<file path="config.mk">
export PLATFORM = sky130hd
export DESIGN_NAME = tcm_share_arbiter
export DESIGN_NICKNAME = d
export VERILOG_FILES = /design/src/rtl/tcm_share_pkg.sv /design/src/rtl/tcm_share_dp.sv /design/src/rtl/tcm_share_ctrl.sv /design/src/rtl/tcm_share_arbiter.sv
export SDC_FILE = /design/constraint.sdc
export NUM_CORES = 1
export LEC_CHECK = 0
export BUFFER_PORTS_ARGS = -buffer_cell sky130_fd_sc_hd__buf_2
export CAP_MARGIN = 10
export CORE_AREA = 2 2 191 193
export DETAILED_ROUTE_END_ITERATION = 10
export DIE_AREA = 0 0 193 195
export MAX_ROUTING_LAYER = met4
export PLACE_DENSITY = 0.51
export SLEW_MARGIN = 20
export SYNTH_ARGS = -nofsm -noshare
export SYNTH_HDL_FRONTEND = slang
export SYNTH_HIERARCHICAL = 1
export SYNTH_SLANG_ARGS = --single-unit
</file>
<file path="constraint.sdc">
create_clock -name clk -period 2.6 [get_ports clk]
set_input_delay 0.39 -clock clk [delete_from_list [all_inputs] [get_ports clk]]
set_output_delay 0.39 -clock clk [all_outputs]
set_load 0.05 [all_outputs]
</file>
<file path="src/rtl/tcm_share_pkg.sv">
package tcm_share_pkg;
  localparam logic [1:0] RESP_OKAY   = 2'b00;
  localparam logic [1:0] RESP_SLVERR = 2'b10;

  typedef enum logic [2:0] {
    S_IDLE, S_WDATA, S_WRESP, S_RREQ, S_RCAP, S_RSEND
  } slvState_t;

  typedef struct packed {
    logic ldAw;   // latch write address channel
    logic ldAr;   // latch read address channel
    logic memRd;  // slave wants a memory read
    logic memWr;  // slave wants a memory write
    logic step;   // advance beat address and count
    logic cap;    // capture read data
  } slvStrobe_t;
endpackage

</file>
<file path="src/rtl/tcm_share_dp.sv">
module tcm_share_dp
  import tcm_share_pkg::*;
#(
  parameter int ADDR_W = 16,
  parameter int LEN_W  = 8,
  parameter int ID_W   = 4
) (
  input  logic              clk,
  input  logic              rstN,
  input  logic              cfgUnprivOk,
  input  slvStrobe_t        strb,
  input  logic              lsuReq,
  input  logic              lsuWe,
  input  logic [ADDR_W-1:0] lsuAddr,
  input  logic [63:0]       lsuWdata,
  input  logic [7:0]        lsuStrb,
  input  logic              pfuReq,
  input  logic [ADDR_W-1:0] pfuAddr,
  output logic              lsuGnt,
  output logic              pfuGnt,
  output logic              slvGnt,
  output logic              memReq,
  output logic              memWe,
  output logic [ADDR_W-1:0] memAddr,
  output logic [63:0]       memWdata,
  output logic [7:0]        memStrb,
  input  logic [63:0]       memRdata,
  input  logic [ADDR_W-1:0] awAddr,
  input  logic [LEN_W-1:0]  awLen,
  input  logic [ID_W-1:0]   awId,
  input  logic              awPriv,
  input  logic              awLock,
  input  logic [ADDR_W-1:0] arAddr,
  input  logic [LEN_W-1:0]  arLen,
  input  logic [ID_W-1:0]   arId,
  input  logic              arPriv,
  input  logic              arLock,
  input  logic [63:0]       wData,
  input  logic [7:0]        wStrb,
  output logic              allow,
  output logic              lastBeat,
  output logic [ID_W-1:0]   curId,
  output logic [1:0]        respCode,
  output logic [63:0]       rData
);
  localparam int BEAT_BYTES = 8;
  localparam logic [ADDR_W-1:0] ADDR_STEP = ADDR_W'(BEAT_BYTES);

  logic [ADDR_W-1:0] addrReg;
  logic [LEN_W-1:0]  cntReg;
  logic [ID_W-1:0]   idReg;
  logic              allowReg;
  logic              exclReg;
  logic              coreBusy;

  always_ff @(posedge clk) begin
    if (!rstN) begin
      addrReg  <= '0;
      cntReg   <= '0;
      idReg    <= '0;
      allowReg <= 1'b0;
      exclReg  <= 1'b0;
      rData    <= '0;
    end else begin
      if (strb.ldAw) begin
        addrReg  <= awAddr;
        cntReg   <= awLen;
        idReg    <= awId;
        allowReg <= cfgUnprivOk | awPriv;
        exclReg  <= awLock;
      end else if (strb.ldAr) begin
        addrReg  <= arAddr;
        cntReg   <= arLen;
        idReg    <= arId;
        allowReg <= cfgUnprivOk | arPriv;
        exclReg  <= arLock;
      end else if (strb.step) begin
        addrReg <= addrReg + ADDR_STEP;
        if (cntReg != '0) cntReg <= cntReg - 1'b1;
      end
      if (strb.cap) rData <= allowReg ? memRdata : '0;
    end
  end

  // Fixed priority: load/store, then prefetch, then slave.
  assign coreBusy = lsuReq | pfuReq;
  assign lsuGnt   = lsuReq;
  assign pfuGnt   = pfuReq & ~lsuReq;
  assign slvGnt   = (strb.memRd | strb.memWr) & ~coreBusy;

  always_comb begin
    memReq   = coreBusy | slvGnt;
    memWe    = 1'b0;
    memAddr  = addrReg;
    memWdata = wData;
    memStrb  = wStrb;
    if (lsuReq) begin
      memWe    = lsuWe;
      memAddr  = lsuAddr;
      memWdata = lsuWdata;
      memStrb  = lsuStrb;
    end else if (pfuReq) begin
      memAddr = pfuAddr;
      memStrb = '1;
    end else if (slvGnt) begin
      memWe = strb.memWr;
    end
  end

  // Exclusive requests get a plain OKAY: exclusivity never succeeds.
  assign allow    = allowReg;
  assign lastBeat = (cntReg == '0);
  assign curId    = idReg;
  assign respCode = allowReg ? RESP_OKAY : RESP_SLVERR;

  a_r2_single_grant: assert property (@(posedge clk) disable iff (!rstN)
    $onehot0({lsuGnt, pfuGnt, slvGnt}));
  a_r7_addr_step: assert property (@(posedge clk) disable iff (!rstN)
    (strb.step && !strb.ldAw && !strb.ldAr) |=> addrReg == $past(addrReg) + ADDR_STEP);
  a_r4_no_denied_write: assert property (@(posedge clk) disable iff (!rstN)
    (memReq && memWe && !lsuReq) |-> allowReg);
  a_r6_excl_plain_okay: assert property (@(posedge clk) disable iff (!rstN)
    (exclReg && allowReg) |-> respCode == RESP_OKAY);
endmodule

</file>
<file path="src/rtl/tcm_share_ctrl.sv">
module tcm_share_ctrl
  import tcm_share_pkg::*;
(
  input  logic       clk,
  input  logic       rstN,
  input  logic       awValid,
  output logic       awReady,
  input  logic       arValid,
  output logic       arReady,
  input  logic       wValid,
  output logic       wReady,
  input  logic       wLast,
  output logic       bValid,
  input  logic       bReady,
  output logic       rValid,
  input  logic       rReady,
  input  logic       allow,
  input  logic       lastBeat,
  input  logic       slvGnt,
  output slvStrobe_t strb
);
  slvState_t state, stateNext;

  always_ff @(posedge clk) begin
    if (!rstN) state <= S_IDLE;
    else       state <= stateNext;
  end

  always_comb begin
    stateNext = state;
    strb      = '0;
    awReady   = 1'b0;
    arReady   = 1'b0;
    wReady    = 1'b0;
    bValid    = 1'b0;
    rValid    = 1'b0;
    unique case (state)
      S_IDLE: begin
        awReady = 1'b1;
        arReady = ~awValid;
        if (awValid) begin
          strb.ldAw = 1'b1;
          stateNext = S_WDATA;
        end else if (arValid) begin
          strb.ldAr = 1'b1;
          stateNext = S_RREQ;
        end
      end
      S_WDATA: begin
        strb.memWr = wValid & allow;
        wReady     = allow ? slvGnt : 1'b1;
        if (wValid && wReady) begin
          strb.step = 1'b1;
          if (wLast) stateNext = S_WRESP;
        end
      end
      S_WRESP: begin
        bValid = 1'b1;
        if (bReady) stateNext = S_IDLE;
      end
      S_RREQ: begin
        strb.memRd = allow;
        if (!allow || slvGnt) stateNext = S_RCAP;
      end
      S_RCAP: begin
        strb.cap  = 1'b1;
        stateNext = S_RSEND;
      end
      S_RSEND: begin
        rValid = 1'b1;
        if (rReady) begin
          strb.step = 1'b1;
          stateNext = lastBeat ? S_IDLE : S_RREQ;
        end
      end
      default: stateNext = S_IDLE;
    endcase
  end

  a_r1_rvalid_hold: assert property (@(posedge clk) disable iff (!rstN)
    (rValid && !rReady) |=> rValid);
  a_r7_last_ends_burst: assert property (@(posedge clk) disable iff (!rstN)
    (rValid && rReady && lastBeat) |=> !rValid);
  a_r4_refused_beat_free: assert property (@(posedge clk) disable iff (!rstN)
    (state == S_WDATA && !allow) |-> wReady);
endmodule

</file>
<file path="src/rtl/tcm_share_arbiter.sv">
module tcm_share_arbiter
  import tcm_share_pkg::*;
#(
  parameter int ADDR_W   = 16,
  parameter int LEN_W    = 8,
  parameter int ID_W     = 4,
  parameter bit SLAVE_EN = 1'b1
) (
  input  logic              clk,
  input  logic              rstN,
  input  logic              cfgUnprivOk,
  input  logic              lsuReq,
  input  logic              lsuWe,
  input  logic [ADDR_W-1:0] lsuAddr,
  input  logic [63:0]       lsuWdata,
  input  logic [7:0]        lsuStrb,
  output logic              lsuGnt,
  input  logic              pfuReq,
  input  logic [ADDR_W-1:0] pfuAddr,
  output logic              pfuGnt,
  output logic              memReq,
  output logic              memWe,
  output logic [ADDR_W-1:0] memAddr,
  output logic [63:0]       memWdata,
  output logic [7:0]        memStrb,
  input  logic [63:0]       memRdata,
  input  logic              sAwValid,
  output logic              sAwReady,
  input  logic [ADDR_W-1:0] sAwAddr,
  input  logic [LEN_W-1:0]  sAwLen,
  input  logic [ID_W-1:0]   sAwId,
  input  logic              sAwPriv,
  input  logic              sAwLock,
  input  logic              sWValid,
  output logic              sWReady,
  input  logic [63:0]       sWData,
  input  logic [7:0]        sWStrb,
  input  logic              sWLast,
  output logic              sBValid,
  input  logic              sBReady,
  output logic [ID_W-1:0]   sBId,
  output logic [1:0]        sBResp,
  input  logic              sArValid,
  output logic              sArReady,
  input  logic [ADDR_W-1:0] sArAddr,
  input  logic [LEN_W-1:0]  sArLen,
  input  logic [ID_W-1:0]   sArId,
  input  logic              sArPriv,
  input  logic              sArLock,
  output logic              sRValid,
  input  logic              sRReady,
  output logic [63:0]       sRData,
  output logic [ID_W-1:0]   sRId,
  output logic [1:0]        sRResp,
  output logic              sRLast
);
  slvStrobe_t        strb;
  logic              slvGnt, allow, lastBeat;
  logic [ID_W-1:0]   curId;
  logic [1:0]        respCode;

  tcm_share_dp #(.ADDR_W(ADDR_W), .LEN_W(LEN_W), .ID_W(ID_W)) dp (
    .clk(clk), .rstN(rstN), .cfgUnprivOk(cfgUnprivOk), .strb(strb),
    .lsuReq(lsuReq), .lsuWe(lsuWe), .lsuAddr(lsuAddr), .lsuWdata(lsuWdata),
    .lsuStrb(lsuStrb), .pfuReq(pfuReq), .pfuAddr(pfuAddr),
    .lsuGnt(lsuGnt), .pfuGnt(pfuGnt), .slvGnt(slvGnt),
    .memReq(memReq), .memWe(memWe), .memAddr(memAddr), .memWdata(memWdata),
    .memStrb(memStrb), .memRdata(memRdata),
    .awAddr(sAwAddr), .awLen(sAwLen), .awId(sAwId), .awPriv(sAwPriv), .awLock(sAwLock),
    .arAddr(sArAddr), .arLen(sArLen), .arId(sArId), .arPriv(sArPriv), .arLock(sArLock),
    .wData(sWData), .wStrb(sWStrb),
    .allow(allow), .lastBeat(lastBeat), .curId(curId), .respCode(respCode),
    .rData(sRData)
  );

  generate
    if (SLAVE_EN) begin : g_slave
      tcm_share_ctrl ctrl (
        .clk(clk), .rstN(rstN),
        .awValid(sAwValid), .awReady(sAwReady),
        .arValid(sArValid), .arReady(sArReady),
        .wValid(sWValid), .wReady(sWReady), .wLast(sWLast),
        .bValid(sBValid), .bReady(sBReady),
        .rValid(sRValid), .rReady(sRReady),
        .allow(allow), .lastBeat(lastBeat), .slvGnt(slvGnt), .strb(strb)
      );
    end else begin : g_noslave
      assign strb     = '0;
      assign sAwReady = 1'b0;
      assign sArReady = 1'b0;
      assign sWReady  = 1'b0;
      assign sBValid  = 1'b0;
      assign sRValid  = 1'b0;
    end
  endgenerate

  assign sBId   = curId;
  assign sRId   = curId;
  assign sBResp = respCode;
  assign sRResp = respCode;
  assign sRLast = lastBeat;

  a_r3_core_owns_port: assert property (@(posedge clk) disable iff (!rstN)
    (lsuReq || pfuReq) |-> memAddr == (lsuReq ? lsuAddr : pfuAddr));
  a_r10_quiet_after_reset: assert property (@(posedge clk)
    $rose(rstN) |-> !sBValid && !sRValid);
endmodule

</file>
==> results of run 1 <==
## registers in the layout (all words and copies together) (netlist names)
register,cells
dp/allow,1
dp/cntReg,8
dp/curId,4
g_slave.ctrl/state,3
dp/rData,64
dp/addrReg,16
## worst max-delay path: stages, from the launching register on
cell and delay, ns:
dfxtp_1 0.35, inv_2 0.05, nor2_1 0.12, and3_1 0.17
nor2_1 0.05, nor3_1 0.14, nor2b_1 0.08, or3b_1 0.40
a21oi_4 0.22, nand3b_1 0.13, or2_0 0.22, a211oi_1 0.28
o41ai_2 0.11
## final cells by class
class,count,area (um2),area share
well taps,461,577,0.0624
multi-input cells,565,3650,0.394
inverters,13,48.8,0.00528
repair buffers,514,2720,0.294
clock buffers,9,225,0.0244
diodes,10,25.0,0.00271
flip-flops and latches,96,1920,0.208
clock inverters,6,83.8,0.00906
## per-layer routing
metal  GRT usage  routed length, um  vias up
met4      0.0586                756        0
met3      0.0306               2090       76
li1            -                  -     3477
met5           -                  0        -
met1       0.173              12100     3286
met2       0.296              16700      372
## metrics by stage
stage                     instances   util
after global routing           1673  0.261
after global placement         1648  0.251
after CTS                      1663  0.260
after floorplan                 739      -
final                          1674  0.261
after detailed placement       1648  0.251
## repair_timing
item	CTS	global route
buffers inserted	0	1
endpoints found under the setup margin	0	16
resized for setup	0	3
## cell usage in the layout, fill, tap and decap left out, types with 5 or more instances in the layout
| cell | count |
|---|---|
| dfxtp_1 | 96 |
| nand3_1 | 13 |
| buf_4 | 29 |
| xnor2_1 | 8 |
| nor2b_1 | 68 |
| diode_2 | 10 |
| nand2_1 | 49 |
| buf_12 | 5 |
| clkbuf_16 | 9 |
| nor3_1 | 11 |
| a21oi_1 | 88 |
| o21a_1 | 5 |
| buf_2 | 480 |
| o21ai_0 | 39 |
| mux2i_1 | 28 |
| nor2_1 | 99 |
| inv_1 | 9 |
| mux2_2 | 64 |
## worst max path at each step
stage / start / slack (ns) / end
after floorplan: lsuReq / 0.03 / dp/cntReg[3]
after global placement: sWValid / -0.05 / dp/cntReg[6]
after detailed placement: sWValid / -0.03 / dp/cntReg[6]
after CTS: g_slave.ctrl/state[1] / 0.02 / dp/cntReg[6]
after global routing: g_slave.ctrl/state[1] / -0.0002 / dp/cntReg[5]
final: g_slave.ctrl/state[1] / 0.16 / dp/cntReg[6]
## report_power, final
group | internal [uW] | switching (uW) | leakage (uW) | total [uW]
combinational | 1200 | 2160 | 0.00360 | 3360
clock | 838 | 616 | 0.000156 | 1450
sequential | 1660 | 242 | 0.000779 | 1900
total | 3700 | 3010 | 0.00453 | 6710
## cells by family after synthesis
kind of cell / after synthesis / share of synthesized area
fa+ha+maj: 3 / 0.00637
flops: 96 / 0.326
other cells: 1 / 0.000636
compound gates: 176 / 0.177
xor+xnor: 12 / 0.0178
simple gates: 281 / 0.240
buf+inv: 78 / 0.0624
mux: 92 / 0.170
==> metrics, run 1 <==
status=finished clean; half-perimeter wire length of the detailed placement result=26500 um; GP Congestion=0.902; Placement Setup Slack=-0.0342 ns; worst slew pin tran=0.541 ns; count of synthesis-stage warnings from yosys=6; hold buffer count at cts=0; reported max-cap violation count=0; category of the worst setup path capture point=flop; most instantiated flip-flop cell in the synthesis netlist=dfxtp_1; number of enable flip-flop cells after synthesis=0; pin count of the biggest net entering global routing=117; RSZ-0062 raised after global routing=yes; sequential share of the synthesized area=0.326; number of sinks driven by the clock tree=96; post-route cell area=9250 um2; cell with the most instances after synthesis=nor2_1; cell type with the highest aggregate area in the netlist=dfxtp_1; instance count along the most critical hold path=3; number of filler cells placed in the layout=3937; Post-synth ARST share=0; depth of the worst register-to-register path=12; TritonRoute pass-1 iters=4; Vias=7211; worst-path maximum fanout=5; min-delay worst type=input port to flop; number of global-route vias before repair=6807; Synth area leaders=dfxtp_1 33%, mux2_2 12%, a21oi_1 7.5%; Post-synth top cells=99 x nor2_1, 96 x dfxtp_1, 88 x a21oi_1; Mapped Avg Cell Area=7.98 um2; Max Root-Sink Buffers=2; endpoints failing setup=0; count of routing violations after the opening detailed-route iteration=228; clock-pin slew reported for the worst setup and hold paths after clock tree synthesis=0.08 ns; number of buffers created by CTS=9; final critical-path setup slack=0.164 ns; standard-cell row count=69; fraction of layout cells with a size suffix above 1=0.514; cell area after technology mapping=5900 um2; count of input and output buffers=481; Final nets=1514; grt total ovfl=0; DRC violations left=0; Crit path required time=2.83 ns; Pwr Total=6710 uW; core box area=35400 um2; relative slew slack=0.639; reported leakage power=0.00453 uW; area share of the largest cell type after synthesis=0.326; synthesis-stage register bit count=96; wire length of the first global-routing pass=42700 um; worst setup slack for register-to-register paths=0.16 ns; TritonCTS clock tree=built; Clock Latency Late Sink=0.36 ns; endpoint of the worst-slack reg-to-reg timing path=dp/cntReg[6]; total wire length=31600 um; count of cell types in the netlist=66; post-synthesis instance total=739; H-Tree Level Count=3; post-synthesis net count=1054; total I/O pin count=486; clock skew after layout=0.0140 ns; endpoint of the worst hold-timing path=dp/cntReg[6]; number of nets still failing antenna checks after routing=0; final count of pins violating max slew=0; buffer type at the clock tree root=clkbuf_16; Worst Setup Start Kind=flop; shortest clock period the worst path allows after layout=2.44 ns; cell area reported after detailed placement=8890 um2; GRT Util Overall=0.162; maximum frequency from static timing analysis=411 MHz; total negative slack for setup checks=0 ns; die area=37600 um2; smallest hold slack=0.258 ns; classification of the worst setup path=flop to flop; IR Drop Worst-Case VDD=0.000343 V; routed length per instance=18.9 um; vias per cell=4.31; Critical Path AT=2.67 ns; share of the clock period used by the worst path after layout=0.937; antenna violations before repair=37; Area Overhead vs Synth=56.8%; pwr dens=726 nW/um2; startpoint of the lowest-slack hold path=sAwLen[6]; die span in y=195 um; Initial Utilization=0.167; worst flop-to-flop path startpoint=g_slave.ctrl/state[1]; x dimension of the die=193 um; Final Hold Fails=0
Power figures use the tool's default switching activity.
==> run 2, diff against run 1 <==
CELL_PAD_IN_SITES_DETAIL_PLACEMENT = 0   (was unset)
CELL_PAD_IN_SITES_GLOBAL_PLACEMENT = 1   (was unset)
CORE_AREA = 2 2 189 191   (was 2 2 191 193)
DIE_AREA = 0 0 191 193   (was 0 0 193 195)
PLACE_DENSITY = 0.68   (was 0.51)
REMOVE_ABC_BUFFERS = 1   (was unset)
==> run 2 against run 1 <==
Net effect: die area down 2.1%; register-to-register slack is essentially flat; core utilization is 0.35 points higher; power rose by 1.5%; count of clock-buffer cells in the layout increased by 1; first-iteration DRC count fell by 7.0%; sequential power about the same; non-clock buffer count shrank 3; via count decreased by 2.3%; critical endpoint unchanged; highest routed layer unchanged.
==> metrics, run 2 (synthesis gave the netlist of run 1 again) <==
critical-path cell list=buf_6 -> and3_1 -> nor2_2 -> nor3_2 -> nor2b_1 -> or3b_4 -> a21oi_4 -> nand3b_1 -> or2_0 -> a211oi_1 -> o41ai_2 (was inv_2 -> nor2_1 -> and3_1 -> nor2_1 -> nor3_1 -> nor2b_1 -> or3b_1 -> a21oi_4 -> nand3b_1 -> or2_0 -> a211oi_1 -> o41ai_2); shortest clock period the worst path allows after layout=2.44 ns (about the same); grt total ovfl=0 (unchanged); pin count of the biggest net entering global routing=117 (unchanged); number of global-route vias before repair=6538 (was 6807); Initial Utilization=0.169 (was 0.167); Final nets=1511 (was 1514); number of nets still failing antenna checks after routing=0 (unchanged); Crit path required time=2.82 ns (was 2.83 ns); half-perimeter wire length of the detailed placement result=24500 um (was 26500 um); total I/O pin count=486 (unchanged); Post-Layout Cell Count=1671 (was 1674); GRT Util Overall=0.155 (was 0.162); Top Registers=dp/rData: 64 flops, dp/addrReg: 16 flops, dp/cntReg: 8 flops (unchanged); share of the clock period used by the worst path after layout=0.940 (was 0.937); buffer type at the clock tree root=clkbuf_16 (unchanged); x dimension of the die=191 um (was 193 um); min-delay worst type=input port to flop (unchanged); standard-cell row count=69 (unchanged); Vias=7048 (was 7211); IR Drop Worst-Case VDD=0.000543 V (was 0.000343 V); top library cells by usage in the layout, fill and taps aside=480 x buf_2, 98 x nor2_1, 95 x dfxtp_1 (was 480 x buf_2, 99 x nor2_1, 96 x dfxtp_1); classification of the worst setup path=flop to flop (unchanged); number of buffers inserted to repair setup after CTS=0 (unchanged); DRC violations left=0 (unchanged); category of the worst setup path capture point=flop (unchanged); pwr dens=736 nW/um2 (was 726 nW/um2); TritonCTS clock tree=built (unchanged); total wire length=30000 um (was 31600 um); worst slew pin tran=0.788 ns (was 0.541 ns); count of instances resized after the clock tree is built=0 (unchanged); antenna violations before repair=8 (was 37); Max Root-Sink Buffers=2 (unchanged); number of buffers created by CTS=9 (unchanged); number of sinks driven by the clock tree=96 (unchanged); number of buffers and inverters on the critical path=1 (unchanged); fraction of layout cells with a size suffix above 1=0.515 (was 0.514); Clock Latency Late Sink=0.35 ns (was 0.36 ns); wire length of the first global-routing pass=40300 um (was 42700 um); Pwr Total=6820 uW (was 6710 uW); Area Overhead vs Synth=57.0% (was 56.8%); die span in y=193 um (was 195 um); RSZ-0062 raised after global routing=no (was yes); cell count after placement=1646 (was 1648); routed length per instance=17.9 um (was 18.9 um); core box area=35000 um2 (was 35400 um2); CP top delay family=simple AND/OR/NAND/NOR gates (unchanged); final count of pins violating max slew=0 (unchanged); number of flip-flops under the largest register name=64 (unchanged); endpoints failing setup=0 (unchanged); count of input and output buffers=481 (unchanged); H-Tree Level Count=3 (unchanged); Worst Setup Start Kind=flop (unchanged); die area=36900 um2 (was 37600 um2); Reg with most FFs=dp/rData (unchanged); Critical Path AT=2.66 ns (was 2.67 ns); maximum frequency from static timing analysis=409 MHz (was 411 MHz); reported max-cap violation count=0 (unchanged); status=finished clean (unchanged); Final Hold Fails=0 (unchanged); Crit-path slowest cell=dfxtp_1 (was or3b_1); reported leakage power=0.00453 uW (about the same); TritonRoute pass-1 iters=5 (was 4); hold buffer count at cts=0 (unchanged); vias per cell=4.22 (was 4.31); worst-path maximum fanout=11 (was 5); clock-pin slew reported for the worst setup and hold paths after clock tree synthesis=0.07 ns (was 0.08 ns); leading cell type in the layout, fill and taps excluded=buf_2 (unchanged); GP Congestion=0.897 (was 0.902); count of routing violations after the opening detailed-route iteration=212 (was 228); slowest stage delay, CP=0.38 ns (was 0.40 ns); relative slew slack=0.473 (was 0.639); clock skew after layout=0.00501 ns (was 0.0140 ns)
==> run 2: changes by cell type in the layout (fill, tap and decap cells not counted), sizes merged <==
cell,change
diode,-1
clkbuf,+1
bufinv,+1
clkinv,-2
clkinvlp,+1
buf,-3
==> run 2: power by group <==
part           internal, uW  switching, uW  leakage [uW]
Clock                   973            643      0.000171
Sequential             1660            238      0.000779
Combinational          1170           2140       0.00358
==> run 2: metrics by stage <==
stage               hold slack [ns]   util  setup WS [ns]  setup TNS [ns]  area (um2)
finish                        0.260  0.265          0.156               0        9260
global route                  0.246  0.265        0.00511               0        9260
CTS                           0.236  0.263         0.0148               0        9200
detailed placement            0.571  0.253        -0.0240         -0.0583        8850
global placement              0.544  0.253         0.0208               0        8850
floorplan                     0.494      -          -3.02         -215.13        5580
==> run 2: layout make-up <==
cell class	count	area [um2]
clock inverters	6	114
clock buffers	10	239
multi-input cells	565	3640
repair buffers	511	2690
fillers	3929	25700
diodes	9	22.5
inverters	13	48.8
well taps	461	577
flip-flops and latches	96	1920
==> run 2: worst paths after layout <==
kind,from,endpoint,slack [ns],cells after the start
min reg2reg,g_slave.ctrl/state[1],g_slave.ctrl/state[1],0.58,3
max reg2reg,g_slave.ctrl/state[0],dp/cntReg[6],0.16,11
min,memRdata[41],dp/rData[41],0.26,3
max,g_slave.ctrl/state[0],dp/cntReg[6],0.16,11
==> run 2: layer usage <==
layer / GRT usage / vias up / share of wire
li1: - / 3482 / -
met1: 0.158 / 3227 / 0.37
met2: 0.281 / 313 / 0.53
met3: 0.0351 / 26 / 0.078
met4: 0.0719 / 0 / 0.023
met5: - / - / 0
==> run 2: worst register-to-register path, cell delays in order (launching register included) <==
cell	delay [ns]
dfxtp_1	0.38
buf_6	0.16
and3_1	0.17
nor2_2	0.05
nor3_2	0.17
nor2b_1	0.07
or3b_4	0.38
a21oi_4	0.21
nand3b_1	0.12
or2_0	0.21
a211oi_1	0.29
o41ai_2	0.10
